[config.mk]
export PLATFORM = sky130hd
export DESIGN_NAME = vid_raster_rx
export DESIGN_NICKNAME = d
export VERILOG_FILES = /design/src/rtl/vrr_pkg.sv /design/src/rtl/vrr_sync_edge.sv /design/src/rtl/vrr_raster_count.sv /design/src/rtl/vrr_yuyv_pack.sv /design/src/rtl/vid_raster_rx.sv
export SDC_FILE = /design/constraint.sdc
export NUM_CORES = 1
export LEC_CHECK = 0
export BUFFER_PORTS_ARGS = -buffer_cell sky130_fd_sc_hd__buf_2
export CAP_MARGIN = 30
export CORE_ASPECT_RATIO = 0.6
export CORE_MARGIN = 2
export CORE_UTILIZATION = 45
export CTS_CLUSTER_DIAMETER = 200
export DETAILED_ROUTE_END_ITERATION = 8
export PLACE_DENSITY_LB_ADDON = 0.08
export SLEW_MARGIN = 0
export SYNTH_ARGS = -nofsm -noshare
export SYNTH_HDL_FRONTEND = slang
export SYNTH_SLANG_ARGS = --single-unit
[constraint.sdc]
create_clock -name clk -period 2.9 [get_ports clk]
set_input_delay 0.58 -clock clk [delete_from_list [all_inputs] [get_ports clk]]
set_output_delay 0.58 -clock clk [all_outputs]
set_load 0.01 [all_outputs]
[src/rtl/vrr_pkg.sv]
// Shared types for the interlaced raster receiver.
// Assumes a byte-wide decoder bus carrying luma/chroma in Y,U,Y,V order.
package vrr_pkg;

    typedef logic [7:0] vbyte_t;

    // Two-pixel word, first byte received in the top byte.
    typedef struct packed {
        vbyte_t y0;
        vbyte_t cb;
        vbyte_t y1;
        vbyte_t cr;
    } pair_word_t;

    localparam int LANES = 4;

endpackage

[src/rtl/vrr_sync_edge.sv]
// Falling-edge detector for a group of active-low sync inputs.
// Samples each input once, keeps one older copy, and flags a high-to-low
// change for exactly one cycle. Both registers reset to the idle (high) level.
module vrr_sync_edge #(
    parameter int N = 2
) (
    input  logic         clk,
    input  logic         rst_n,
    input  logic [N-1:0] sync_n,
    output logic [N-1:0] fall
);

    logic [N-1:0] cur_q;
    logic [N-1:0] old_q;

    // Two-stage sample of the sync lines.
    always_ff @(posedge clk) begin
        if (!rst_n) begin
            cur_q <= '1;
            old_q <= '1;
        end else begin
            cur_q <= sync_n;
            old_q <= cur_q;
        end
    end

    generate
        for (genvar i = 0; i < N; i++) begin : g_edge
            assign fall[i] = old_q[i] & ~cur_q[i];

            // A detected fall can never repeat on the next cycle.
            assert_single_fall_R2: assert property (@(posedge clk) disable iff (!rst_n)
                fall[i] |=> !fall[i]);
        end
    endgenerate

endmodule

[src/rtl/vrr_raster_count.sv]
// Raster position tracker.
// Horizontal counter cleared by a horizontal sync fall, otherwise stepping
// and holding at all-ones. Line counter steps on the horizontal fall and is
// cleared by a vertical fall, which also inverts the field flag.
// Also decodes whether the current line sits in the active picture.
module vrr_raster_count #(
    parameter int HW        = 11,
    parameter int VW        = 10,
    parameter int VB_EVEN   = 20,
    parameter int VB_ODD    = 21,
    parameter int ACT_LINES = 242
) (
    input  logic          clk,
    input  logic          rst_n,
    input  logic          hs_fall,
    input  logic          vs_fall,
    output logic [HW-1:0] h_cnt,
    output logic [VW-1:0] v_cnt,
    output logic          field,
    output logic          line_act
);

    localparam logic [HW-1:0] H_MAX    = {HW{1'b1}};
    localparam logic [VW-1:0] V_MAX    = {VW{1'b1}};
    localparam logic [VW-1:0] EVEN_LO  = VW'(VB_EVEN);
    localparam logic [VW-1:0] EVEN_HI  = VW'(VB_EVEN + ACT_LINES);
    localparam logic [VW-1:0] ODD_LO   = VW'(VB_ODD);
    localparam logic [VW-1:0] ODD_HI   = VW'(VB_ODD + ACT_LINES);

    logic [VW-1:0] win_lo;
    logic [VW-1:0] win_hi;

    // Horizontal cycle counter.
    always_ff @(posedge clk) begin
        if (!rst_n)              h_cnt <= '0;
        else if (hs_fall)        h_cnt <= '0;
        else if (h_cnt != H_MAX) h_cnt <= h_cnt + HW'(1);
    end

    // Line counter and field flag; vertical fall has priority.
    always_ff @(posedge clk) begin
        if (!rst_n) begin
            v_cnt <= '0;
            field <= 1'b0;
        end else if (vs_fall) begin
            v_cnt <= '0;
            field <= ~field;
        end else if (hs_fall && v_cnt != V_MAX) begin
            v_cnt <= v_cnt + VW'(1);
        end
    end

    // Active-line window chosen by the field flag.
    always_comb begin
        win_lo   = field ? ODD_LO : EVEN_LO;
        win_hi   = field ? ODD_HI : EVEN_HI;
        line_act = (v_cnt >= win_lo) && (v_cnt < win_hi);
    end

    assert_hclear_R2: assert property (@(posedge clk) disable iff (!rst_n)
        hs_fall |=> h_cnt == '0);

    assert_hstep_R2: assert property (@(posedge clk) disable iff (!rst_n)
        (!hs_fall && h_cnt != H_MAX) |=> h_cnt == $past(h_cnt) + HW'(1));

    assert_hsat_R3: assert property (@(posedge clk) disable iff (!rst_n)
        (!hs_fall && h_cnt == H_MAX) |=> h_cnt == H_MAX);

    assert_vstep_R4: assert property (@(posedge clk) disable iff (!rst_n)
        (hs_fall && !vs_fall && v_cnt != V_MAX) |=> v_cnt == $past(v_cnt) + VW'(1));

    assert_vclear_R5: assert property (@(posedge clk) disable iff (!rst_n)
        vs_fall |=> (v_cnt == '0) && (field != $past(field)));

    assert_field_hold_R5: assert property (@(posedge clk) disable iff (!rst_n)
        !vs_fall |=> $stable(field));

endmodule

[src/rtl/vrr_yuyv_pack.sv]
// Four-byte packer for the Y,U,Y,V stream.
// Byte phase is taken from the horizontal count relative to the end of
// blanking, so every line restarts on a luma byte and a partial group is
// dropped. The first three bytes are held in lanes; the fourth completes the
// word, which is emitted when the line is active. Assumes the data byte is
// delayed to line up with the horizontal count.
module vrr_yuyv_pack
    import vrr_pkg::*;
#(
    parameter int HW     = 11,
    parameter int HBLANK = 276
) (
    input  logic          clk,
    input  logic          rst_n,
    input  vbyte_t        byte_d,
    input  logic [HW-1:0] h_cnt,
    input  logic          line_act,
    output pair_word_t    word,
    output logic          valid
);

    localparam logic [HW-1:0] HB_W  = HW'(HBLANK);
    localparam logic [HW-1:0] H_MAX = {HW{1'b1}};
    localparam int            HELD  = LANES - 1;

    logic          in_pic;
    logic [HW-1:0] offs;
    logic [1:0]    phase;
    vbyte_t        lane [HELD];

    // Byte phase within the current group.
    always_comb begin
        in_pic = (h_cnt >= HB_W) && (h_cnt != H_MAX);
        offs   = h_cnt - HB_W;
        phase  = offs[1:0];
    end

    generate
        for (genvar i = 0; i < HELD; i++) begin : g_lane
            vbyte_t q;
            // Capture the byte that belongs to lane i.
            always_ff @(posedge clk) begin
                if (!rst_n)                          q <= '0;
                else if (in_pic && phase == 2'(i))   q <= byte_d;
            end
            assign lane[i] = q;
        end
    endgenerate

    // Complete and emit the word on the last byte of a group.
    always_ff @(posedge clk) begin
        if (!rst_n) begin
            word  <= '0;
            valid <= 1'b0;
        end else if (in_pic && phase == 2'(HELD) && line_act) begin
            word  <= '{y0: lane[0], cb: lane[1], y1: lane[2], cr: byte_d};
            valid <= 1'b1;
        end else begin
            valid <= 1'b0;
        end
    end

    assert_word_hold_R8: assert property (@(posedge clk) disable iff (!rst_n)
        !valid |-> $stable(word));

    assert_strobe_gap_R8: assert property (@(posedge clk) disable iff (!rst_n)
        valid |=> !valid);

    assert_active_only_R6: assert property (@(posedge clk) disable iff (!rst_n)
        valid |-> $past(line_act));

    assert_after_blank_R7: assert property (@(posedge clk) disable iff (!rst_n)
        valid |-> $past(h_cnt) >= HB_W);

endmodule

[src/rtl/vid_raster_rx.sv]
// Interlaced raster receiver top.
// Samples the decoder byte and syncs each pixel clock, derives raster
// position from sync falls, and packs Y,U,Y,V bytes into two-pixel words
// inside the active picture. The data byte passes through two registers so
// that it lines up with the horizontal count derived from the sync pipeline.
module vid_raster_rx #(
    parameter int LINE_CYCLES = 1716,
    parameter int FRAME_LINES = 525,
    parameter int HBLANK      = 276,
    parameter int VB_EVEN     = 20,
    parameter int VB_ODD      = 21,
    parameter int ACT_LINES   = 242
) (
    input  logic                           clk,
    input  logic                           rst_n,
    input  logic [7:0]                     vd_data,
    input  logic                           hsync_n,
    input  logic                           vsync_n,
    output logic [31:0]                    pair_word,
    output logic                           pair_valid,
    output logic [$clog2(LINE_CYCLES)-1:0] h_pos,
    output logic [$clog2(FRAME_LINES)-1:0] line_pos,
    output logic                           field_odd
);
    import vrr_pkg::*;

    localparam int HW = $clog2(LINE_CYCLES);
    localparam int VW = $clog2(FRAME_LINES);

    vbyte_t     data_s1;
    vbyte_t     data_s2;
    logic [1:0] falls;
    logic       line_act;
    pair_word_t word;

    // Data byte delayed to match the sync sampling stages.
    always_ff @(posedge clk) begin
        if (!rst_n) begin
            data_s1 <= '0;
            data_s2 <= '0;
        end else begin
            data_s1 <= vd_data;
            data_s2 <= data_s1;
        end
    end

    vrr_sync_edge #(.N(2)) u_edge (
        .clk    (clk),
        .rst_n  (rst_n),
        .sync_n ({vsync_n, hsync_n}),
        .fall   (falls)
    );

    vrr_raster_count #(
        .HW        (HW),
        .VW        (VW),
        .VB_EVEN   (VB_EVEN),
        .VB_ODD    (VB_ODD),
        .ACT_LINES (ACT_LINES)
    ) u_count (
        .clk      (clk),
        .rst_n    (rst_n),
        .hs_fall  (falls[0]),
        .vs_fall  (falls[1]),
        .h_cnt    (h_pos),
        .v_cnt    (line_pos),
        .field    (field_odd),
        .line_act (line_act)
    );

    vrr_yuyv_pack #(
        .HW     (HW),
        .HBLANK (HBLANK)
    ) u_pack (
        .clk      (clk),
        .rst_n    (rst_n),
        .byte_d   (data_s2),
        .h_cnt    (h_pos),
        .line_act (line_act),
        .word     (word),
        .valid    (pair_valid)
    );

    assign pair_word = word;

    assert_reset_idle_R1: assert property (@(posedge clk)
        !rst_n |=> (!pair_valid && h_pos == '0 && line_pos == '0 && !field_odd));

endmodule

; Word level (Yosys, flattened, before mapping)
; Cells that the tools add are included.
[op_classes]
n_addsub = 3
mul = 0
n_div = 0
magnitude_cmp = 3
eq_ne = 5
shifts = 0
mux = 3
bitwise_logic = 6
n_reduce_logical = 11
[ops]
columns = operator, count
row1 = "adder 11 x 1 -> 11 bit, second input constant", 1
row2 = ">= comparator 11 x 9 -> 1 bit, second input constant", 1
row3 = "inequality test 11 bit, second input constant", 1
row4 = "adder 10 x 1 -> 10 bit, second input constant", 1
row5 = >= comparator 10 bit, 1
row6 = less-than comparator 10 bit, 1
row7 = "inequality test 10 bit, second input constant", 1
row8 = logical AND 1 bit, 8
row9 = "equality test 2 bit, second input constant", 2
row10 = inverter 1 bit, 4
row11 = OR reduction 2 bit, 2
row12 = 2-to-1 mux 1 bit, 3
row13 = bitwise AND 1 bit, 2
row14 = "equality test 2 x 1 -> 1 bit, second input constant", 1
row15 = logical NOT 2 bit, 1
row16 = "subtractor 2 x 1 -> 2 bit, second input constant", 1
[word_totals]
reg_bits = 99
latchBits = 0
mem_bits_rw = 0
mem_bits_ro = 0
input_bits = 12
output_inout_bits = 55
wordCells = 46
n_memories = 0

; Depth between registers and ports, before layout
; Gate-level depths: netlist (run 1).
[depth]
depth_word = 5
mapped_depth = 9
ltp_nobuf = 7

; Cells and area by module
; A second synthesis (run 1) with hierarchy kept.
[unflattened]
cells_unflattened = 373
hier_area_um2 = 3812.4
[modules_own_cells]
columns = mod, instances, cells_per_inst, area_each_um2, seq_area_each_um2
row1 = vrr_yuyv_pack, 1, 204, 2139.6, 1141.1
row2 = vrr_raster_count, 1, 126, 1108.6, 440.4
row3 = vid_raster_rx, 1, 33, 446.7, 320.3
row4 = vrr_sync_edge, 1, 10, 117.6, 80.1

; Least setup slack after synthesis (run 1)
; No wires, ideal clock.
[synth_path]
path_type = reg2reg
start = register u_count.v_cnt[0]
end = register u_pack.word[7] (netlist name)
setup_ns = 0.072
arrival_time_ns = 2.059
required_time_ns = 2.828
slack_ns = 0.770
path_stages_with_launch = 10
path_buffers = 2
period_less_slack_ns = 2.130
path_cell_list = dfxtp_1 -> inv_1 -> ha_1 -> nor4b_1 -> or4b_1 -> o211ai_1 -> and4_4 -> buf_6 -> buf_6 -> mux2i_1
[synth_between]
elab_chain_len = 3
[synth_rtl]
columns = element, line
row1 = "start, declared", vrr_raster_count.sv:18  ; output logic [VW-1:0] v_cnt,
row2 = "start signal, assigned", vrr_raster_count.sv:49  ; v_cnt <= v_cnt + VW'(1);
row3 = >= comparator 10 bit or less-than comparator 10 bit (tied branches), vrr_raster_count.sv:57  ; line_act = (v_cnt >= win_lo) && (v_cnt < win_hi);
row4 = logical AND 1 bit (*), vrr_raster_count.sv:57
row5 = logical AND 1 bit (*), vrr_yuyv_pack.sv:55  ; end else if (in_pic && phase == 2'(HELD) && line_act) begin
; Every way passes the cells marked *; elsewhere a longest branch is shown, timed or not.
; A chain may end at the register's enable or synchronous reset.

; Worst setup path in the final report (run 1)
[layout_path]
start = register u_count.v_cnt[0]
end = register u_pack.word[30] (netlist name)
[layout_between]
elab_chain_len = 3
[layout_rtl]
columns = element, line
row1 = >= comparator 10 bit or less-than comparator 10 bit (tied branches), vrr_raster_count.sv:57
row2 = logical AND 1 bit (*), vrr_raster_count.sv:57
row3 = logical AND 1 bit (*), vrr_yuyv_pack.sv:55
; Marked as above.

==> flow_metrics.tcl, run 1 <==
set metrics [dict create \
    worst-r2r-setup-slack_ps 440 \
    power_uw 2700 \
    post_cts_resized 0 \
    netlist_area_um2 3700 \
    hold_depth 2 \
    netlist_instances 370 \
    antenna_cells 0 \
    r2r_end "u_pack.word[30]" \
    fin_ws_ps 442 \
    die_w_um 121 \
    wl_per_cell_um 13.1 \
    startpoint "u_count.v_cnt[0]" \
    vdd_ir_drop_max_v 0.000317 \
    synth.most_common_cell "dfxtp_1" \
    async_reset_ff_share_pct 0 \
    final_cell_count_no_fill 546 \
    swShare_pct 20.0 \
    post_cts_buffers 0 \
    wl_met1_mm 3.92 \
    cp.buffers_inverters 1 \
    route.detailed.drc 0 \
    grtUsageTotal_pct 16.6 \
    synth_top_area_share_pct 53.5 \
    syn-num-nets 388 \
    period_share_pct 84.8 \
    coreArea_um2 7910 \
    cts_buffers 9 \
    synth_cell_types 35 \
    drive_gt1_share_pct 19.2 \
    hold_path_class "input pin to register" \
    routed_via_density 4.79 \
    synth_edf_count 0 \
    power_leakage_uw 0.00190 \
    synth_flop_cell "dfxtp_1" \
    cts.clk_slew.worst_paths_ps 60 \
    vias 2616 \
    drv_slew 0 \
    cp.depth 7 \
    clock_latency_ps 340 \
    drt_iter0_markers 128 \
    fin_crit_ps 2460 \
    cp_slowest_cell "and4_4" \
    ys_warn_count 0 \
    root_buffer "clkbuf_16" \
    cpLargestDelayFamily "simple AND/OR/NAND/NOR gates" \
    pre_cts_ws_ps 418 \
    crit_fanout 33 \
    power_density_nw_per_um2 612 \
    grt_start_max_net_pins 63 \
    dp.cells 530 \
    crit_type "register to register" \
    pwr-share-clk_pct 45.7 \
    cts_tree "yes" \
    antenna_left 0 \
    p_seq_share_pct 51.4 \
    grt_pass1_vias 2330 \
    cts.sinks 99 \
    dr_wl_met3_um 424 \
    worst-r2r-cell-count 7 \
    place_congestion 0.844 \
    critPathMaxStageDelay_ps 650 \
    rows 25 \
    post_synth_most_frequent_cells "dfxtp_1, nand2_1, mux2i_1" \
    endpoint "u_pack.word[30]" \
    dr.pass1.iters 4 \
    setup_viol 0 \
    antenna_found_initial 0 \
    comb_power_share_pct 2.9 \
    ys_seq_area_share_pct 53.5 \
    synth_area_leaders "dfxtp_1, mux2i_1, nand2_1" \
    tightest_slew_ps 583 \
    nFillCells 723 \
    worstSetupStartpointType "register" \
    relSlewSlack_pct 61.2 \
    avgSynthCellArea_um2 10.0 \
    arrival_ps 2720 \
    clockBufferDepth 2 \
    start_util_pct 46.8 \
    fin_tns_setup_ps 0 \
    rsz0062_at_grt "no" \
    dp_hpwl_mm 4.90 \
    grt_overflow_total 0 \
    end_kind "register" \
    crit_required_ps 3160 \
    synth_seq_cells 99 \
    yosys.area.top_type "dfxtp_1" \
    worstReg2RegStart "u_count.v_cnt[0]" \
    area.growth.synth_to_final_pct 19.3 \
    routed.top_layer "met4" \
    pin_count 67 \
    drv_cap 0 \
    p_int_uw 2160 \
    wl_mm 7.15 \
    outcome "finished clean" \
    grt_pass1_wl_mm 11.4 \
    place_area_um2 4110 \
    switching_power_uw 542 \
    finalInstanceArea_um2 4420 \
    cts_hold_buf 0 \
    cts_htree_levels 3 \
    worst_clock_skew_ps 4.99 \
    cp_cell_sequence "inv_1, ha_1, nor4b_1, or4b_1, o211ai_1, and4_4, mux2i_1" \
    wl_met2_mm 2.75 \
    die_y_um 74.3 \
    layout.nets 451 \
    portBuffers 66 \
    die_area_um2 9000 \
    fmax_mhz 407 \
    hold_viol 0 \
]
[layout by cell type, fill, tap and decap left out, types with 3 or more instances in the layout]
master     count
nand4_1        5
inv_1          8
buf_2         66
nand2b_1       6
nand2_1       72
mux2i_1       57
xnor2_1       11
ha_1           6
nor3_1         4
nor2b_1        3
dfxtp_1       99
nand3_1        7
xor2_1         5
and3_1         3
clkbuf_16      9
nor2_1        25
a21oi_1        6
and2_1        18
[worst reg2reg max path, stage by stage, from the launching register on]
cell and delay, ps:
dfxtp_1 410, inv_1 70, ha_1 200, nor4b_1 130, or4b_1 500, o211ai_1 120, and4_4 650, mux2i_1 290
[power groups by stage]
stage          clock, µW  sequential (µW)  combinational [µW]
2_1_floorplan          0             1420                50.7
3_3_place_gp           0             1420                79.4
3_5_place_dp           0             1420                80.7
4_1_cts             1270             1390                80.9
5_1_grt             1330             1390                90.9
6_report            1240             1390                79.6
[how the worst min path moves through the flow]
stage | startpoint | to
after CTS | vsync_n | u_edge.cur_q[1]
final | vsync_n | u_edge.cur_q[1]
after global routing | vd_data[2] | data_s1[2]
after detailed placement | data_s1[2] | data_s2[2]
after global placement | u_edge.cur_q[1] | u_edge.old_q[1]
after floorplan | u_edge.cur_q[1] | u_edge.old_q[1]
[flip-flops by register name (all words and copies together), names as in the netlist]
| register | count |
|---|---|
| data_s1 | 8 |
| u_pack.g_lane.q | 24 |
| u_count.v_cnt | 10 |
| u_pack.word | 32 |
| u_edge.old_q | 2 |
| u_count.h_cnt | 11 |
| u_edge.cur_q | 2 |
| data_s2 | 8 |
| u_count.field | 1 |
| u_pack.valid | 1 |
[kinds of logic after synthesis]
kind of cell | Yosys count | synth area share, %
AND/OR/NAND/NOR | 149 | 18.6
flip-flops | 99 | 53.5
multiplexers | 57 | 15.4
buffers and inverters | 25 | 3.38
AO/OA/AOI/OAI | 18 | 3.24
XOR/XNOR | 16 | 3.78
adder cells (fa/ha/maj) | 6 | 2.03
[metrics by stage]
stage	hold slack, ps	utilization [%]
6_report	422	55.8
5_1_grt	436	55.8
4_1_cts	415	55.8
3_3_place_gp	412	51.9
3_5_place_dp	418	51.9
2_1_floorplan	401	-
[final cells by class]
type | instances | area (µm²) | area share (%)
sequential | 99 | 1980 | 44.8
multi-input combinational | 246 | 1600 | 36.1
timing repair buffer | 69 | 365 | 8.27
clock buffer | 11 | 233 | 5.27
tap | 108 | 135 | 3.06
clock inverter | 5 | 77.6 | 1.76
inverter | 8 | 30.0 | 0.680
[layer usage]
metal	GRT usage, %	vias to the layer above
met1	25.1	1201
met4	4.26	0
li1	-	1355
met2	21.3	55
met5	0	-
met3	6.90	5
Power figures use the tool's default switching activity.
==> run 2, diff against run 1 <==
==> constraint.sdc (replaced) <==
create_clock -name clk -period 2.3 [get_ports clk]
set_input_delay 0.46 -clock clk [delete_from_list [all_inputs] [get_ports clk]]
set_output_delay 0.46 -clock clk [all_outputs]
set_load 0.01 [all_outputs]
==> run 2 against run 1 <==
Net effect:
- core utilization grew 0.44 points
- flip-flop and latch count did not move
- clock power increased by 15%
- clock skew fell by 1.6 ps
- sequential share of layout area is 0.35 points lower
- routed wire length is 3.9% higher
- non-clock buffer count grew 9
- setup slack got worse by 270 ps
- hold slack got worse by 120 ps
- final cell count increased by 1.5%
- critical endpoint is now u_pack.word[6]
- highest routed layer unchanged
==> flow_metrics.tcl, run 2 (synthesis gave the netlist of run 1 again) <==
set metrics [dict create \
    antenna_left 0 \
    grt_pass1_wl_mm 12.3 \
    portBuffers 66 \
    wl_per_cell_um 13.4 \
    rsz0062_at_grt "no" \
    drv_cap 0 \
    fmax_mhz 471 \
    fin_crit_ps 2120 \
    holdWs_ps 303 \
    cts_htree_levels 3 \
    grtUsageTotal_pct 18.1 \
    cts_tree "yes" \
    nFillCells 748 \
    fin_tns_setup_ps 0 \
    cts.clk_slew.worst_paths_ps 60 \
    power_density_nw_per_um2 736 \
    worstSetupStartpointType "register" \
    drive_gt1_share_pct 20.2 \
    hold_path_class "input pin to register" \
    finalInstanceArea_um2 4450 \
    layout_common_cells "dfxtp_1, nand2_1, buf_2" \
    cts_buffers 9 \
    crit_required_ps 2560 \
    grt_overflow_total 0 \
    die_w_um 121 \
    period_share_pct 92.3 \
    end_kind "register" \
    start_util_pct 46.8 \
    p_int_uw 2620 \
    die_y_um 74.3 \
    multi_input_area_um2 1600 \
    dr.pass1.iters 4 \
    cts.sinks 99 \
    place_area_um2 4180 \
    worst-r2r-cell-count 8 \
    rows 25 \
    route.detailed.drc 0 \
    vias 2708 \
    antenna_found_initial 0 \
    post_cts_resized 0 \
    hold_depth 2 \
    largestRegisters "u_pack.word x32, u_pack.g_lane.q x24, u_count.h_cnt x11" \
    r2r_end "u_pack.word[6]" \
    regArea_um2 1980 \
    power_uw 3280 \
    clockBufferDepth 2 \
    crit_fanout 13 \
    drt_iter0_markers 149 \
    routed_via_density 4.89 \
    drv_slew 0 \
    relSlewSlack_pct 66.9 \
    arrival_ps 2380 \
    post_cts_buffers 0 \
    clock_latency_ps 330 \
    root_buffer "clkbuf_16" \
    place_congestion 0.841 \
    outcome "finished clean" \
    hold_viol 0 \
    swShare_pct 20.1 \
    worstReg2RegStart "u_count.v_cnt[0]" \
    wl_mm 7.43 \
    vdd_ir_drop_max_v 0.000417 \
    p_seq_share_pct 53.3 \
    area.growth.synth_to_final_pct 20.3 \
    grt_pass1_vias 2464 \
    antenna_cells 0 \
    power_leakage_uw 0.00193 \
    largest_reg_flops 32 \
    worst_clock_skew_ps 3.39 \
    pin_count 67 \
    fin_util_pct 56.3 \
    grt_start_max_net_pins 41 \
    comb_power_share_pct 3.5 \
    pwr-share-clk_pct 43.2 \
    tightest_slew_ps 495 \
    crit_type "register to register" \
    cts_hold_buf 0 \
    die_area_um2 9000 \
    endpoint "u_pack.word[6]" \
    startpoint "u_count.v_cnt[0]" \
    layout.nets 460 \
    switching_power_uw 658 \
    setup_viol 0 \
    coreArea_um2 7910 \
    top_register "u_pack.word" \
    layout_commonest_cell "dfxtp_1" \
    dp_hpwl_mm 5.25 \
    worst-r2r-setup-slack_ps 180 \
]
run 2: cell types whose count changed in the layout (fill, tap and decap cells not counted):
cell,change
buf_4,+9
bufinv_16,-1
clkbuf_1,+2
clkinv_2,-2
run 2: worst min-delay path by stage:
stage                     from               to
6_report               vsync_n  u_edge.cur_q[1]
5_1_grt                vsync_n  u_edge.cur_q[1]
3_3_place_gp   u_edge.cur_q[1]  u_edge.old_q[1]
2_1_floorplan  u_edge.cur_q[1]  u_edge.old_q[1]
4_1_cts                hsync_n  u_edge.cur_q[0]
3_5_place_dp        data_s1[5]       data_s2[5]
run 2: metrics by stage:
stage	cells	setup slack (ps)
2_1_floorplan	370	170
6_report	554	176
5_1_grt	554	75.1
3_3_place_gp	539	262
4_1_cts	554	171
3_5_place_dp	539	172
run 2: cell type report:
class	count	area share (%)
inverters	8	0.674
multi-input cells	246	35.8
clock buffers	13	5.39
flip-flops and latches	99	44.5
clock inverters	2	0.843
repair buffers	78	9.72
well taps	108	3.03
run 2: metal layers:
metal	vias to the layer above	routed length, µm	part of all wire, %	GRT usage [%]
met5	-	0	0	0
met4	0	99	1.3	5.43
met3	12	529	7.1	6.83
met2	75	2970	40	24.8
met1	1244	3820	51	26.3
li1	1377	-	-	-
run 2: power groups by stage:
stage | clock [µW] | sequential (µW) | combinational [µW]
4_1_cts | 1460 | 1750 | 115
2_1_floorplan | 0 | 1790 | 63.9
5_1_grt | 1540 | 1750 | 128
3_5_place_dp | 0 | 1780 | 114
6_report | 1420 | 1750 | 115
3_3_place_gp | 0 | 1780 | 113
run 2: worst max-delay path: stages, from the launching register on:
cell      delay (ps)
dfxtp_1          330
inv_1             50
ha_1             190
nor4b_1          140
or4b_1           500
o211ai_1         110
and4_4           270
buf_4            240
mux2i_1          210
